==> src/rtl/i2cs_pkg.sv <==
package i2cs_pkg;

    localparam int DATA_W   = 8;
    localparam int ADDR_W   = 7;
    localparam int REG_AW   = 3;
    localparam int BIT_CNT_W = $clog2(DATA_W + 1);

    // register offsets
    localparam logic [REG_AW-1:0] OFS_CTRL = 3'd0;
    localparam logic [REG_AW-1:0] OFS_OWN  = 3'd1;
    localparam logic [REG_AW-1:0] OFS_STAT = 3'd2;
    localparam logic [REG_AW-1:0] OFS_TX   = 3'd3;
    localparam logic [REG_AW-1:0] OFS_RX   = 3'd4;

    // control bits
    localparam int CB_EN   = 0;
    localparam int CB_XMIT = 1;
    localparam int CB_ACKL = 2;

    // status bits
    localparam int SB_TXE  = 0;
    localparam int SB_TEND = 1;
    localparam int SB_RXF  = 2;

    typedef enum logic [2:0] {
        ST_IDLE,
        ST_ADDR,
        ST_ACK_OUT,
        ST_RX,
        ST_TX,
        ST_TX_ACK,
        ST_HOLD,
        ST_WAIT
    } eng_state_t;

    typedef struct packed {
        logic set_xmit;
        logic load;
        logic tx_end;
        logic rx_store;
        logic stop;
    } eng_ev_t;

    function automatic logic addr_hit(input logic [DATA_W-1:0] frame,
                                      input logic [ADDR_W-1:0] own);
        return frame[DATA_W-1:1] == own;
    endfunction

endpackage

==> src/rtl/i2cs_line_sync.sv <==
module i2cs_line_sync #(
    parameter int STAGES = 2
) (
    input  logic clk,
    input  logic rst,
    input  logic scl_in,
    input  logic sda_in,
    output logic scl_s,
    output logic sda_s,
    output logic scl_rise,
    output logic scl_fall,
    output logic start_ev,
    output logic stop_ev
);
    logic [STAGES-1:0] scl_pipe;
    logic [STAGES-1:0] sda_pipe;
    logic scl_d, sda_d;

    generate
        if (STAGES == 1) begin : g_one
            always_ff @(posedge clk) begin
                if (rst) begin
                    scl_pipe <= '1;
                    sda_pipe <= '1;
                end else begin
                    scl_pipe <= scl_in;
                    sda_pipe <= sda_in;
                end
            end
        end else begin : g_many
            always_ff @(posedge clk) begin
                if (rst) begin
                    scl_pipe <= '1;
                    sda_pipe <= '1;
                end else begin
                    scl_pipe <= {scl_pipe[STAGES-2:0], scl_in};
                    sda_pipe <= {sda_pipe[STAGES-2:0], sda_in};
                end
            end
        end
    endgenerate

    always_ff @(posedge clk) begin
        if (rst) begin
            scl_d <= 1'b1;
            sda_d <= 1'b1;
        end else begin
            scl_d <= scl_s;
            sda_d <= sda_s;
        end
    end

    assign scl_s    = scl_pipe[STAGES-1];
    assign sda_s    = sda_pipe[STAGES-1];
    assign scl_rise = scl_s & ~scl_d;
    assign scl_fall = ~scl_s & scl_d;
    assign start_ev = scl_s & scl_d & sda_d & ~sda_s;
    assign stop_ev  = scl_s & scl_d & ~sda_d & sda_s;

endmodule

==> src/rtl/i2cs_regs.sv <==
module i2cs_regs
    import i2cs_pkg::*;
(
    input  logic                  clk,
    input  logic                  rst,
    input  logic                  wr,
    input  logic                  rd,
    input  logic [REG_AW-1:0]     addr,
    input  logic [DATA_W-1:0]     wdata,
    output logic [DATA_W-1:0]     rdata,
    input  eng_ev_t               ev,
    input  logic [DATA_W-1:0]     rx_byte,
    output logic                  enable,
    output logic                  xmit,
    output logic                  ack_level,
    output logic [ADDR_W-1:0]     own_addr,
    output logic [DATA_W-1:0]     txbuf,
    output logic                  tx_empty,
    output logic                  rx_read
);
    logic                tx_end;
    logic                rx_full;
    logic [DATA_W-1:0]   rxbuf;
    logic                tx_wr;

    assign tx_wr   = wr && (addr == OFS_TX);
    assign rx_read = rd && (addr == OFS_RX);

    always_ff @(posedge clk) begin
        if (rst) begin
            enable    <= 1'b0;
            xmit      <= 1'b0;
            ack_level <= 1'b0;
            own_addr  <= '0;
            txbuf     <= '0;
            tx_empty  <= 1'b0;
            tx_end    <= 1'b0;
            rx_full   <= 1'b0;
            rxbuf     <= '0;
        end else begin
            if (wr && addr == OFS_CTRL) begin
                enable    <= wdata[CB_EN];
                xmit      <= wdata[CB_XMIT];
                ack_level <= wdata[CB_ACKL];
            end
            if (wr && addr == OFS_OWN)
                own_addr <= wdata[ADDR_W-1:0];
            if (ev.set_xmit) begin
                xmit     <= 1'b1;
                tx_empty <= 1'b1;
            end
            if (ev.stop)
                xmit <= 1'b0;
            if (ev.load)
                tx_empty <= 1'b1;
            if (ev.tx_end && tx_empty)
                tx_end <= 1'b1;
            if (rx_read)
                rx_full <= 1'b0;
            if (ev.rx_store) begin
                rxbuf   <= rx_byte;
                rx_full <= 1'b1;
            end
            if (wr && addr == OFS_STAT && wdata[SB_TEND])
                tx_end <= 1'b0;
            if (tx_wr) begin
                txbuf    <= wdata;
                tx_empty <= 1'b0;
                tx_end   <= 1'b0;
            end
            if (!enable) begin
                xmit     <= 1'b0;
                tx_empty <= 1'b0;
                tx_end   <= 1'b0;
                rx_full  <= 1'b0;
            end
        end
    end

    always_comb begin
        rdata = '0;
        case (addr)
            OFS_CTRL: begin
                rdata[CB_EN]   = enable;
                rdata[CB_XMIT] = xmit;
                rdata[CB_ACKL] = ack_level;
            end
            OFS_OWN:  rdata[ADDR_W-1:0] = own_addr;
            OFS_STAT: begin
                rdata[SB_TXE]  = tx_empty;
                rdata[SB_TEND] = tx_end;
                rdata[SB_RXF]  = rx_full;
            end
            OFS_TX:   rdata = txbuf;
            OFS_RX:   rdata = rxbuf;
            default:  rdata = '0;
        endcase
    end

    // transmit-end only ever shows with an empty transmit register
    a_r9_end_needs_empty: assert property (@(posedge clk) disable iff (rst)
        tx_end |-> tx_empty);

    // a write to the transmit register leaves it full on the next cycle
    a_r7_write_fills: assert property (@(posedge clk) disable iff (rst)
        (tx_wr && enable) |=> !tx_empty);

endmodule

==> src/rtl/i2cs_engine.sv <==
module i2cs_engine
    import i2cs_pkg::*;
(
    input  logic                  clk,
    input  logic                  rst,
    input  logic                  scl_s,
    input  logic                  sda_s,
    input  logic                  scl_rise,
    input  logic                  scl_fall,
    input  logic                  start_ev,
    input  logic                  stop_ev,
    input  logic                  enable,
    input  logic                  ack_level,
    input  logic                  xmit,
    input  logic [ADDR_W-1:0]     own_addr,
    input  logic [DATA_W-1:0]     txbuf,
    input  logic                  tx_empty,
    input  logic                  rx_read,
    output eng_ev_t               ev,
    output logic [DATA_W-1:0]     rx_byte,
    output logic                  sda_oe,
    output logic                  scl_oe
);
    localparam logic [BIT_CNT_W-1:0] LAST_BIT = BIT_CNT_W'(DATA_W);

    eng_state_t           state;
    logic [BIT_CNT_W-1:0] cnt;
    logic [DATA_W-1:0]    shreg;
    logic                 rw;
    logic                 is_addr;

    always_ff @(posedge clk) begin
        ev <= '0;
        if (rst) begin
            state   <= ST_IDLE;
            cnt     <= '0;
            shreg   <= '0;
            rw      <= 1'b0;
            is_addr <= 1'b0;
            sda_oe  <= 1'b0;
            rx_byte <= '0;
        end else if (!enable) begin
            state  <= ST_IDLE;
            sda_oe <= 1'b0;
        end else if (stop_ev) begin
            state   <= ST_IDLE;
            sda_oe  <= 1'b0;
            ev.stop <= 1'b1;
        end else if (start_ev) begin
            state  <= ST_ADDR;
            cnt    <= '0;
            sda_oe <= 1'b0;
        end else begin
            case (state)
                ST_ADDR: begin
                    if (scl_rise) begin
                        shreg <= {shreg[DATA_W-2:0], sda_s};
                        cnt   <= cnt + 1'b1;
                    end else if (scl_fall && cnt == LAST_BIT) begin
                        if (addr_hit(shreg, own_addr)) begin
                            rw          <= shreg[0];
                            rx_byte     <= shreg;
                            ev.rx_store <= 1'b1;
                            sda_oe      <= ~ack_level;
                            is_addr     <= 1'b1;
                            cnt         <= '0;
                            state       <= ST_ACK_OUT;
                        end else begin
                            state <= ST_WAIT;
                        end
                    end
                end
                ST_ACK_OUT: begin
                    if (scl_rise && is_addr && rw)
                        ev.set_xmit <= 1'b1;
                    else if (scl_fall) begin
                        sda_oe <= 1'b0;
                        cnt    <= '0;
                        state  <= (is_addr && rw) ? ST_HOLD : ST_RX;
                    end
                end
                ST_RX: begin
                    if (scl_rise) begin
                        shreg <= {shreg[DATA_W-2:0], sda_s};
                        cnt   <= cnt + 1'b1;
                    end else if (scl_fall && cnt == LAST_BIT) begin
                        rx_byte     <= shreg;
                        ev.rx_store <= 1'b1;
                        sda_oe      <= ~ack_level;
                        is_addr     <= 1'b0;
                        state       <= ST_ACK_OUT;
                    end
                end
                ST_HOLD: begin
                    if (!tx_empty) begin
                        shreg   <= txbuf;
                        sda_oe  <= ~txbuf[DATA_W-1];
                        ev.load <= 1'b1;
                        cnt     <= '0;
                        state   <= ST_TX;
                    end else if (rx_read && !xmit) begin
                        state <= ST_WAIT;
                    end
                end
                ST_TX: begin
                    if (scl_rise)
                        cnt <= cnt + 1'b1;
                    else if (scl_fall) begin
                        if (cnt == LAST_BIT) begin
                            sda_oe <= 1'b0;
                            state  <= ST_TX_ACK;
                        end else begin
                            sda_oe <= ~shreg[DATA_W-2];
                            shreg  <= shreg << 1;
                        end
                    end
                end
                ST_TX_ACK: begin
                    if (scl_rise) begin
                        if (sda_s)
                            state <= ST_WAIT;
                        else if (tx_empty)
                            ev.tx_end <= 1'b1;
                    end else if (scl_fall) begin
                        state <= ST_HOLD;
                    end
                end
                default: ;
            endcase
        end
    end

    assign scl_oe = enable && (state == ST_HOLD);

    // the block only starts pulling SDA while SCL is low
    a_r14_pull_with_scl_low: assert property (@(posedge clk) disable iff (rst)
        $rose(sda_oe) |-> !scl_s);

    // a stretch ends on the cycle after the transmit register fills
    a_r8_stretch_ends_on_data: assert property (@(posedge clk) disable iff (rst)
        (scl_oe && !tx_empty) |=> !scl_oe);

    // a master not-acknowledge leaves SDA released
    a_r11_nack_releases: assert property (@(posedge clk) disable iff (rst)
        (state == ST_TX_ACK && scl_rise && sda_s && enable && !start_ev && !stop_ev)
        |=> (!sda_oe && state == ST_WAIT));

endmodule

==> src/rtl/i2c_slave_tx.sv <==
module i2c_slave_tx
    import i2cs_pkg::*;
#(
    parameter int SYNC_STAGES = 2
) (
    input  logic              clk,
    input  logic              rst,
    input  logic              scl_in,
    input  logic              sda_in,
    output logic              scl_oe,
    output logic              sda_oe,
    input  logic              reg_wr,
    input  logic              reg_rd,
    input  logic [REG_AW-1:0] reg_addr,
    input  logic [DATA_W-1:0] reg_wdata,
    output logic [DATA_W-1:0] reg_rdata
);
    logic scl_s, sda_s, scl_rise, scl_fall, start_ev, stop_ev;
    logic enable, xmit, ack_level, tx_empty, rx_read;
    logic [ADDR_W-1:0] own_addr;
    logic [DATA_W-1:0] txbuf, rx_byte;
    eng_ev_t ev;

    i2cs_line_sync #(.STAGES(SYNC_STAGES)) u_sync (
        .clk      (clk),
        .rst      (rst),
        .scl_in   (scl_in),
        .sda_in   (sda_in),
        .scl_s    (scl_s),
        .sda_s    (sda_s),
        .scl_rise (scl_rise),
        .scl_fall (scl_fall),
        .start_ev (start_ev),
        .stop_ev  (stop_ev)
    );

    i2cs_regs u_regs (
        .clk       (clk),
        .rst       (rst),
        .wr        (reg_wr),
        .rd        (reg_rd),
        .addr      (reg_addr),
        .wdata     (reg_wdata),
        .rdata     (reg_rdata),
        .ev        (ev),
        .rx_byte   (rx_byte),
        .enable    (enable),
        .xmit      (xmit),
        .ack_level (ack_level),
        .own_addr  (own_addr),
        .txbuf     (txbuf),
        .tx_empty  (tx_empty),
        .rx_read   (rx_read)
    );

    i2cs_engine u_engine (
        .clk       (clk),
        .rst       (rst),
        .scl_s     (scl_s),
        .sda_s     (sda_s),
        .scl_rise  (scl_rise),
        .scl_fall  (scl_fall),
        .start_ev  (start_ev),
        .stop_ev   (stop_ev),
        .enable    (enable),
        .ack_level (ack_level),
        .xmit      (xmit),
        .own_addr  (own_addr),
        .txbuf     (txbuf),
        .tx_empty  (tx_empty),
        .rx_read   (rx_read),
        .ev        (ev),
        .rx_byte   (rx_byte),
        .sda_oe    (sda_oe),
        .scl_oe    (scl_oe)
    );

    // with the interface disabled both lines are released
    a_r2_off_releases: assert property (@(posedge clk) disable iff (rst)
        !enable |=> (!sda_oe && !scl_oe));

endmodule

==> config.mk <==
export PLATFORM = sky130hd
export DESIGN_NAME = i2c_slave_tx
export DESIGN_NICKNAME = d
export VERILOG_FILES = /design/src/rtl/i2cs_pkg.sv /design/src/rtl/i2cs_line_sync.sv /design/src/rtl/i2cs_regs.sv /design/src/rtl/i2cs_engine.sv /design/src/rtl/i2c_slave_tx.sv
export SDC_FILE = /design/constraint.sdc
export NUM_CORES = 1
export LEC_CHECK = 0
export BUFFER_PORTS_ARGS = -buffer_cell sky130_fd_sc_hd__buf_2
export CAP_MARGIN = 40
export CORE_ASPECT_RATIO = 0.5
export CORE_MARGIN = 1
export CORE_UTILIZATION = 45
export CTS_BUF_LIST = sky130_fd_sc_hd__clkbuf_8
export CTS_CLUSTER_DIAMETER = 120
export DETAILED_ROUTE_END_ITERATION = 10
export SYNTH_ARGS = -nofsm -noshare
export SYNTH_HDL_FRONTEND = slang
export SYNTH_HIERARCHICAL = 1
export SYNTH_SLANG_ARGS = --single-unit
export TNS_END_PERCENT = 1
==> constraint.sdc <==
create_clock -name clk -period 2.27 [get_ports clk]
set_input_delay 0.3405 -clock clk [delete_from_list [all_inputs] [get_ports clk]]
set_output_delay 0.3405 -clock clk [all_outputs]
set_load 0.05 [all_outputs]
== Word level (Yosys, flattened, before mapping) ==
Index checks and enable logic that the tools add are counted.
Word-level totals
  bits in registers: 66
  bits of input ports: 17
Operators by class
  $add $sub $neg: 1
  eq/ne operators: 44
  multiplexer cells: 76
  bitwise logic cells: 21
  reductions and logical operators: 42
Operators by type and width (count)
  $mux 8: 10
  $mux 3: 16
  $mux 1: 32
  $mux 4: 8
  $reduce_and 9->1: 3
  $reduce_and 13->1: 2
  $pmux 8 s3: 1
  $ne 3x2->1 const B: 6
  $ne 3x3->1 const B: 6
  $pmux 3 s6: 1
  $pmux 4 s4: 1
  $pmux 8 s2: 1
  $pmux 3 s5: 1
  $ne 2x1->1 const B: 7
  $not 1->1: 14
  $logic_and 1x1->1: 13
  $eq 3x2->1 const B: 4
  $eq 3x3->1 const B: 4
  $ne 2x2->1 const B: 6
  $ne 4x2->1 const B: 3
  $pmux 4 s3: 1
  $reduce_and 11->1: 1
  $reduce_bool 5->1: 2
  $reduce_or 5->1: 2
  other kinds (21): 39

== Logic depth before layout (Yosys ltp) ==
  depth after elaboration: 7
  gate-level depth with buffers: 9
  depth with buffers taken out: 8

== By module ==
Netlist, hierarchy kept.
By module, submodules not included
  i2cs_engine: instances 1, cells each 206, area each 1766.7 um^2, sequential area each 620.6 um^2
  i2cs_regs: instances 1, cells each 146, area each 1373.8 um^2, sequential area each 580.6 um^2
  i2cs_line_sync: instances 1, cells each 16, area each 190.2 um^2, sequential area each 120.1 um^2

== Least setup slack after synthesis ==
OpenSTA, ideal clock, no wires.
  kind: input-to-output
  start point: input port reg_addr[1]
  end point: output port reg_rdata[2]
  arrival time: 1.889 ns
  data required time: 1.929 ns
  slack: 0.040 ns
  stages: 4
  buffers on the path: 1
  path through: buf_6 mux4_1 inv_1 o21ai_0
Between the ends
  longest elaborated chain between the ends: 2
  elaborated cells between the ends (all ways): 6
RTL lines
  start: declaration: line i2c_slave_tx.sv:14  | input logic [REG_AW-1:0] reg_addr,
  $eq 3x3->1 (tied with other cells): line i2cs_regs.sv:82  | case (addr)
  $pmux 3 s5 (*): line i2cs_regs.sv:82
  end: declaration: line i2c_slave_tx.sv:16  | output logic [DATA_W-1:0] reg_rdata
Every way passes the cells marked *; elsewhere a longest branch is shown, timed or not.

== Worst setup path in the final report ==
  start point: register u_sync.scl_d
  end point: register u_engine.sda_oe
Between the ends
  elaborated cells between the ends (all ways): 21
RTL lines
  start: declaration: line i2cs_line_sync.sv:17  | logic scl_d, sda_d;
  start signal: assignment: line i2cs_line_sync.sv:48  | scl_d <= scl_s;
  $and 1x1->1 (*): line i2cs_line_sync.sv:56  | assign scl_fall = ~scl_s & scl_d;
  net scl_fall: line i2c_slave_tx.sv:18  | logic scl_s, sda_s, scl_rise, scl_fall, start_ev, stop_ev;
  $logic_and 1x1->1: line i2cs_engine.sv:59, i2cs_engine.sv:86
  $ne 2x1->1 (no line)
  $reduce_and 11->1 (no line) (*)
  end signal: assignment: line i2cs_engine.sv:64  | sda_oe <= ~ack_level;
  end signal: assignment: line i2cs_engine.sv:89  | sda_oe <= ~ack_level;
  end signal: assignment: line i2cs_engine.sv:97  | sda_oe <= ~txbuf[DATA_W-1];
  end: declaration: line i2cs_engine.sv:21  | output logic sda_oe,
Mark *: on every way through the listed nets, which the timed path passes. The rest lies on a longest branch.
A chain may end at the register's enable or synchronous reset.

==> flow_summary.toml <==
[yosys]
syn_area_mm2 = 0.003331
synth_common_cells = "dfxtp_1 (66), nor2_1 (43), mux2i_1 (33)"
netlist-cell-type-count = 71
synth_area_per_cell_um2 = 9.051
yosys-top-cells-area = "dfxtp_1 (40%), mux2i_1 (9.9%), nor2_1 (4.8%)"
ys_seq_area_share_pct = 39.67
synth_top_cell_by_area = "dfxtp_1"
syn-num-nets = 389
yosysMostFrequentCell = "dfxtp_1"
ys_warn_count = 6
ys_seq_elements = 66
async_flop_share_pct = 0
synth_edf_count = 0
synth_top_area_share_pct = 39.67
synth_flop_cell = "dfxtp_1"
synth_cells = 368

[die]
rows = 21
coreArea_mm2 = 0.006910
die-area_mm2 = 0.007770
ios = 27
floorplan.initialDensity_pct = 48.20
fp.dieW_um = 123.7
die_h_um = 62.84

[route]
via_count = 2840
ant_nets = 0
route.detailed.drc = 0
firstDrtPassIters = 4
wl_per_cell_um = 16.67
drtIter0Drc = 213
routed_via_density = 5.657
routed_wl_um = 8368

[power]
p_leak_uw = 0.001458
ir_drop_v = 0.0003434
p_per_area_mw_per_mm2 = 614.5

[placement]
hpwl_um = 6250
gp_congestion = 0.9183
dp.cells = 486
numPortBuffers = 26
dpl-instance-area_mm2 = 0.003622

[cts]
cts_sinks = 66
max-clock-path-buffers = 2
htreeDepth = 3
root_buffer = "clkbuf_8"
clk-insertion-delay-late_ns = 0.34
cts_inserted_buffers = 9
cts_tree = "built"
clk_pin_slew_ns = 0.06
cts_setup_buffers = 0

[grt]
grt_use_met2_pct = 36.32
grt_pass1_vias = 2756
grt_pass1_wl_um = 13870
top_usage_layer = "met2"
overflow = 0
grt_max_degree = 42
use_met3_pct = 5.748
grt_use_met1_pct = 31.62
antenna_found_initial = 0
grt_usage_pct = 23.18

[setup_path]
crit_path_start_kind = "flip-flop"
worstSetupPathType = "reg2reg"
path_cells = "nor2b_1 > nor2b_1 > a211oi_1 > a211o_1 > a211oi_1 > nand3_1 > o211a_1"
crit_fanout = 4
cp_slowest_cell = "dfxtp_1"
critPathRequiredTime_ns = 2.50
cp.arrival_ns = 2.33
slowest_delay_ns = 0.36
worst_setup_path_end_kind = "flip-flop"

[timing]
hold_viol_final = 0
fin_crit_ns = 2.106
finalSetupViolCount = 0
slew_headroom_pct = 63.51
fmax_mhz = 474.8
rsz0062_at_grt = "no"
drv_slew = 0
fin_skew_ns = 0.008786
fin_crit_sh_pct = 92.78
worst_slew_pin_slew_ns = 0.5466
fin_setup_tns_ns = 0

[finish]
area_growth_pct = 15.25
fillCellCount = 640
drive_above_1_share_pct = 20.24
final_cell_area_mm2 = 0.003839
nets = 426
num_antenna_cells = 0
fin_util_pct = 55.55
layout.cells.non_filler = 502

[outcome]
outcome = "completed"

[hold_path]
worst_hold_path_type = "in2reg"

[job]
cap_violations = 0
-- critical path: cells and delay by family, from the launching register on --
kind	cells	cell delay, ns
AO/OA/AOI/OAI	4	0.96
AND/OR/NAND/NOR	3	0.68
flip-flops	1	0.36
-- cells by family after synthesis --
kind of cell	synth area share, %
xor gates and xnor gates	1.841
adders and majority gates	1.503
and+or+nand+nor	24.45
DFF	39.67
AOI/OAI and AO/OA	16.64
buffers and inverters	4.846
muxes	11.04
-- area by class of cell --
class,count,area (um^2),area share (%)
sequential,66,1321,34.42
multi-input combinational,268,1849,48.17
clock inverter,4,50.05,1.304
timing repair buffer,47,287.8,7.497
clock buffer,12,165.2,4.302
tap,92,115.1,2.999
inverter,13,50.05,1.304
-- layer usage --
metal	up-vias	share of wire, %
met3	11	5.3
met5	-	0
met4	0	1.1
li1	1396	-
met1	1363	49
met2	70	45
-- layout by cell type (no fill, tap or decap), types with 6 or more instances in the layout --
cell type,synthesis,final
nand2_1,31,31
buf_2,4,26
a221oi_1,7,7
mux2i_1,33,33
xor2_1,7,7
dfxtp_1,66,66
nor2_1,43,43
or2_1,6,6
clkbuf_8,0,12
inv_1,11,12
a21oi_1,20,20
a31oi_1,8,8
nor3_1,14,14
o21ai_0,10,10
buf_4,5,21
nor2b_1,9,9
nand3_1,7,7
-- flip-flops by register name, summed over array words and instances, names as in the netlist, 2 cells and up --
register	cells
u_sync/scl_pipe	2
u_regs/txbuf	8
u_engine/shreg	8
u_engine/rx_byte	8
u_regs/own_addr	7
u_engine/cnt	4
u_engine/state	3
u_engine/ev	5
u_sync/sda_pipe	2
u_regs/rxbuf	8
-- report_power, final --
group          leakage [uW]  total, uW  switching, uW  internal (uW)
clock network      0.000110       1040            444            595
logic              0.000814        143           90.5           52.1
registers          0.000533       1180           9.26           1170
-- path summary, 6_finish.rpt --
kind,start,endpoint,slack [ns],cells past startpoint
min reg2reg,u_sync/scl_pipe[0]$_SDFF_PP1_,u_sync/scl_pipe[1]$_SDFF_PP1_,0.41,1
min,scl_in,u_sync/scl_pipe[0]$_SDFF_PP1_,0.18,2
max reg2reg,u_sync/scl_d$_SDFF_PP1_,u_engine/sda_oe$_SDFFE_PP0P_,0.16,7
max,u_sync/scl_d$_SDFF_PP1_,u_engine/sda_oe$_SDFFE_PP0P_,0.16,7
-- what timing repair did --
| action | in CTS | in global routing |
|---|---|---|
| hold buffers | 0 | 0 |
| gates resized for setup | 0 | 1 |
| setup endpoints to repair | 0 | 1 |
-- metrics by stage --
stage	total power (uW)	hold slack, ns	worst slack [ns]
global placement	1343	0.3871	0.09748
detailed placement	1345	0.3947	0.09356
global route	2447	0.1682	0.03112
CTS	2379	0.1706	0.07439
finish	2359	0.1834	0.1638
floorplan	1294	0.3832	0.04002
(Power assumes the default switching activity.)
